**src/rtl/tbl_read_pkg.sv**
```systemverilog
package tbl_read_pkg;
  // control-to-datapath strobes
  typedef struct packed {
    logic loadAddr;   // accept a new read, register its address
    logic forceLast;  // address the last page
    logic capture;    // second cycle: memory word is valid
  } tblStrobe_t;
endpackage

```
**src/rtl/tbl_read_ctrl.sv**
```systemverilog
module tbl_read_ctrl
  import tbl_read_pkg::*;
(
  input  logic       clk,
  input  logic       rstN,
  input  logic       rdCurPage,
  input  logic       rdLastPage,
  output tblStrobe_t strb,
  output logic       busy
);
  logic fetching;
  logic accept;

  assign accept = (rdCurPage | rdLastPage) & ~fetching;

  always_ff @(posedge clk or negedge rstN) begin
    if (!rstN) fetching <= 1'b0;
    else       fetching <= accept;
  end

  always_comb begin
    strb.loadAddr  = accept;
    strb.forceLast = rdLastPage;   // last page has priority
    strb.capture   = fetching;
  end
  assign busy = fetching;

  // the second cycle lasts exactly one cycle
  a_r7_busy_single: assert property (@(posedge clk) disable iff (!rstN)
    busy |=> !busy);
  // an accepted strobe leads to the second cycle
  a_r7_accept_busy: assert property (@(posedge clk) disable iff (!rstN)
    (!busy && (rdCurPage || rdLastPage)) |=> busy);
  // strobes during the second cycle start nothing
  a_r8_ignore_busy: assert property (@(posedge clk) disable iff (!rstN)
    (busy && (rdCurPage || rdLastPage)) |=> !busy);
endmodule

```
**src/rtl/tbl_read_dp.sv**
```systemverilog
module tbl_read_dp
  import tbl_read_pkg::*;
#(
  parameter int PAGE_W = 4,
  parameter int PTR_W  = 8,
  parameter int WORD_W = 16,
  parameter int DATA_W = 8,
  localparam int ADDR_W = PAGE_W + PTR_W,
  localparam int HI_W   = WORD_W - DATA_W
)(
  input  logic              clk,
  input  logic              rstN,
  input  tblStrobe_t        strb,
  input  logic              hiPtrEn,
  input  logic [PAGE_W-1:0] pcPage,
  input  logic [PTR_W-1:0]  tblPtrLo,
  input  logic [PTR_W-1:0]  tblPtrHi,
  input  logic [WORD_W-1:0] memData,
  output logic [ADDR_W-1:0] memAddr,
  output logic              memRdEn,
  output logic              dstWe,
  output logic [DATA_W-1:0] dstData,
  output logic [DATA_W-1:0] tblHigh
);
  logic [ADDR_W-1:0] addrReg;
  logic [PAGE_W-1:0] pageSel;
  logic [DATA_W-1:0] hiPart;

  always_comb begin
    if (strb.forceLast)  pageSel = {PAGE_W{1'b1}};
    else if (hiPtrEn)    pageSel = tblPtrHi[PAGE_W-1:0];
    else                 pageSel = pcPage;
  end

  always_ff @(posedge clk or negedge rstN) begin
    if (!rstN)              addrReg <= '0;
    else if (strb.loadAddr) addrReg <= {pageSel, tblPtrLo};
  end

  // high part of the word, zero-filled when narrower than a byte
  generate
    if (HI_W >= DATA_W) begin : g_hiFull
      assign hiPart = memData[DATA_W +: DATA_W];
    end else begin : g_hiPad
      assign hiPart = {{(DATA_W-HI_W){1'b0}}, memData[WORD_W-1:DATA_W]};
    end
  endgenerate

  always_ff @(posedge clk or negedge rstN) begin
    if (!rstN)             tblHigh <= '0;
    else if (strb.capture) tblHigh <= hiPart;
  end

  assign memAddr = addrReg;
  assign memRdEn = strb.capture;
  assign dstWe   = strb.capture;
  assign dstData = memData[DATA_W-1:0];

  // the high byte register moves only on a completing cycle
  a_r6_tblh_hold: assert property (@(posedge clk) disable iff (!rstN)
    !strb.capture |=> $stable(tblHigh));
  // a last-page read lands in the top page
  a_r3_last_page: assert property (@(posedge clk) disable iff (!rstN)
    (strb.loadAddr && strb.forceLast) |=> (memAddr[ADDR_W-1 -: PAGE_W] == {PAGE_W{1'b1}}));
  // a current-page read without the high pointer uses the PC page
  a_r1_cur_page: assert property (@(posedge clk) disable iff (!rstN)
    (strb.loadAddr && !strb.forceLast && !hiPtrEn) |=>
      (memAddr[ADDR_W-1 -: PAGE_W] == $past(pcPage)));
  // the address register is frozen while a read completes
  a_r8_addr_frozen: assert property (@(posedge clk) disable iff (!rstN)
    strb.capture |=> $stable(memAddr));
endmodule

```
**src/rtl/tbl_read_unit.sv**
```systemverilog
module tbl_read_unit
  import tbl_read_pkg::*;
#(
  parameter int PAGE_W = 4,
  parameter int PTR_W  = 8,
  parameter int WORD_W = 16,
  parameter int DATA_W = 8,
  localparam int ADDR_W = PAGE_W + PTR_W
)(
  input  logic              clk,
  input  logic              rstN,
  input  logic              rdCurPage,
  input  logic              rdLastPage,
  input  logic              hiPtrEn,
  input  logic [PAGE_W-1:0] pcPage,
  input  logic [PTR_W-1:0]  tblPtrLo,
  input  logic [PTR_W-1:0]  tblPtrHi,
  output logic [ADDR_W-1:0] memAddr,
  output logic              memRdEn,
  input  logic [WORD_W-1:0] memData,
  output logic              busy,
  output logic              dstWe,
  output logic [DATA_W-1:0] dstData,
  output logic [DATA_W-1:0] tblHigh
);
  tblStrobe_t strb;

  tbl_read_ctrl u_ctrl (
    .clk(clk), .rstN(rstN),
    .rdCurPage(rdCurPage), .rdLastPage(rdLastPage),
    .strb(strb), .busy(busy)
  );

  tbl_read_dp #(
    .PAGE_W(PAGE_W), .PTR_W(PTR_W), .WORD_W(WORD_W), .DATA_W(DATA_W)
  ) u_dp (
    .clk(clk), .rstN(rstN), .strb(strb), .hiPtrEn(hiPtrEn),
    .pcPage(pcPage), .tblPtrLo(tblPtrLo), .tblPtrHi(tblPtrHi),
    .memData(memData), .memAddr(memAddr), .memRdEn(memRdEn),
    .dstWe(dstWe), .dstData(dstData), .tblHigh(tblHigh)
  );
endmodule

```
**config.mk**
```make
export PLATFORM = sky130hd
export DESIGN_NAME = tbl_read_unit
export DESIGN_NICKNAME = d
export VERILOG_FILES = /design/src/rtl/tbl_read_pkg.sv /design/src/rtl/tbl_read_ctrl.sv /design/src/rtl/tbl_read_dp.sv /design/src/rtl/tbl_read_unit.sv
export SDC_FILE = /design/constraint.sdc
export NUM_CORES = 1
export LEC_CHECK = 0
export ABC_CLOCK_PERIOD_IN_PS = 1800
export CAP_MARGIN = 20
export CORE_UTILIZATION = 59
export DETAILED_ROUTE_END_ITERATION = 10
export DONT_BUFFER_PORTS = 1
export PLACE_DENSITY = 0.75
export SLEW_MARGIN = 40
export SYNTH_ARGS = -nofsm -noshare
export SYNTH_HDL_FRONTEND = slang
export SYNTH_SLANG_ARGS = --single-unit
```
**constraint.sdc**
```tcl
create_clock -name clk -period 1.8 [get_ports clk]
set_clock_uncertainty 0.15 [all_clocks]
set_input_delay 0 -clock clk [delete_from_list [all_inputs] [get_ports clk]]
set_output_delay 0 -clock clk [all_outputs]
set_load 0.05 [all_outputs]
```
==> results.txt <==
first-pass GRT wire length - 3970 µm
Total GRT Usage - 32.4%
relative slew slack - 64.6%
final non-filler cell total - 115
Clock Path Buffers - 2
CP Class - reg2reg
CTS tree - built
Tmin final - 1.75 ns
IO Port Bufs - 0
RR Endpoint - u_ctrl.busy
Final ANT Viol Nets - 0
Core Box Area - 1380 µm²
clk slew on worst S/H paths - 0.13 ns
fmax - 571 MHz
FF-to-FF setup slack - 0.05 ns
post-cts sizing count - 0
die height - 41.7 µm
power density over the cells - 1100 nW/µm²
max-cap viol count - 0
final hold slack - 0.00538 ns
Vias/cell - 6.19
Final Wtd Congestion - 0.674
peak supply drop - 867 µV
CP arrival - 1.82 ns
data required time of the worst path - 1.87 ns
synth top area cells - dfrtp_1, mux2_2, buf_4
gr ovfl total - 0
filler cell count - 24
total wire length - 2860 µm
Hold Path Class - in2async
CTS Buf Count - 3
reg-to-reg critical path startpoint - u_ctrl.busy
placed insts - 69
yosys warns - 0
starting DRC count in detailed routing - 16
Slew @ Worst Pin - 0.531 ns
Starting Density - 67.1%
Root Driver - clkbuf_4
number of global-route vias before repair - 757
CP endpoint kind - flip-flop
Finished Core Util - 95.9%
post-synth top area cell - dfrtp_1
WL/cell - 24.9 µm
Pins Over Slew Limit - 0
worst skew pair latency - 0.28 ns
run status - completed
DRC Markers - 0
Syn Area/Cell - 15.5 µm²
Synth-to-Final Area Change - 42.9%
Site Rows - 13
Mapped Cells - 60
Leak - 0.590 nW
post-synthesis register bit count - 21
Final Hold Fails - 0
IO Count - 72
Post-Syn Area - 928 µm²
crit path to - u_ctrl.busy
diodes inserted - 0
crit path max fanout - 11
Die W - 41.7 µm
Mapped Nets - 101
sequential cell area fraction in the yosys report - 56.6%
layout cells sized above 1 - 35.0%
Pre-antenna DRT Iters - 4
CP Launch Point - u_ctrl.busy
Setup Viol. Count Final - 0
fin nets - 142
via count - 712
initial antenna violation count - 0
Post-DP HPWL - 1370 µm
htree depth - 1
largest net degree at the start of global routing - 22
Setup WS post-layout - 0.0502 ns
CP startpoint kind - flip-flop
Yosys cell types - 11
R2R cell count - 3
Yosys top cell area share - 56.6%
Power, Total - 0.00146 W
die area - 1740 µm²
CTS sink cnt - 21
final worst path period share - 97.2%
Place WS - 0.320 ns
-- layout by cell type (no fill, tap or decap), drive strengths merged --
cell and instances:
a2bb2oi 4, o21ba 1, clkinv 1, mux2 16, dlygate4sd3 36, clkbuf 3, buf 13, nor3b 1
mux2i 4, dfrtp 21
-- cell families after synthesis --
kind of cell	share of synthesized area [%]
AO/OA/AOI/OAI	5.53
flip-flops	56.6
buffers and inverters	11.3
multiplexers	25.7
AND/OR/NAND/NOR	0.809
-- layout make-up --
| class | count | area, µm² | area share (%) |
|---|---|---|---|
| Clock buffer | 3 | 22.5 | 1.70 |
| Clock inverter | 1 | 5.00 | 0.377 |
| Multi-Input combinational cell | 26 | 298 | 22.5 |
| Sequential cell | 21 | 527 | 39.7 |
| Tap cell | 15 | 18.8 | 1.42 |
| Timing Repair Buffer | 49 | 455 | 34.3 |
-- state kept, by name (all words and copies together) (netlist names) --
name,flops
u_ctrl.busy,1
u_dp.tblHigh,8
u_dp.memAddr,12
-- worst min-delay path by stage --
| stage | start | end |
|---|---|---|
| after CTS | rstN | u_dp.tblHigh[1] |
| after global placement | rstN | u_dp.tblHigh[2] |
| after detailed placement | rstN | u_dp.tblHigh[1] |
| after floorplan | rstN | u_ctrl.busy |
| after global routing | rstN | u_dp.tblHigh[6] |
| final | rstN | u_dp.tblHigh[6] |
-- synth_stat cells, drive strengths merged --
| cell type | n |
|---|---|
| dfrtp | 21 |
| mux2 | 16 |
| buf | 13 |
| a2bb2oi | 4 |
| mux2i | 4 |
| nor3b | 1 |
| o21ba | 1 |
-- through the flow --
stage               area (µm²)  TNS (ns)
finish                    1330         0
global route              1330  -0.00382
CTS                       1280         0
detailed placement         896         0
global placement           896         0
floorplan                  928         0
-- repair_timing --
action	CTS	global route
endpoints found under the setup margin	0	1
hold buffers	36	1
hold endpoints to repair	50	21
buffers inserted	0	5
-- where the power goes --
group,switching (W),internal (W)
Clock,0.000138,0.0000826
Combinational,0.000192,0.000188
Sequential,0.000309,0.000545
Total,0.000639,0.000817
-- layer usage --
layer	GRT usage [%]	vias to the layer above	routed length, µm
li1	-	281	-
met1	33.9	345	958
met2	58.1	76	1540
met3	9.57	10	276
met4	16.1	0	89
met5	0	-	0
-- critical path, stage by stage, from the launching register on --
cell and delay (ns):
dfrtp_2 0.51, o21ba_4 0.31, buf_4 0.16, dlygate4sd3_1 0.55
Power figures use the tool's default switching activity.
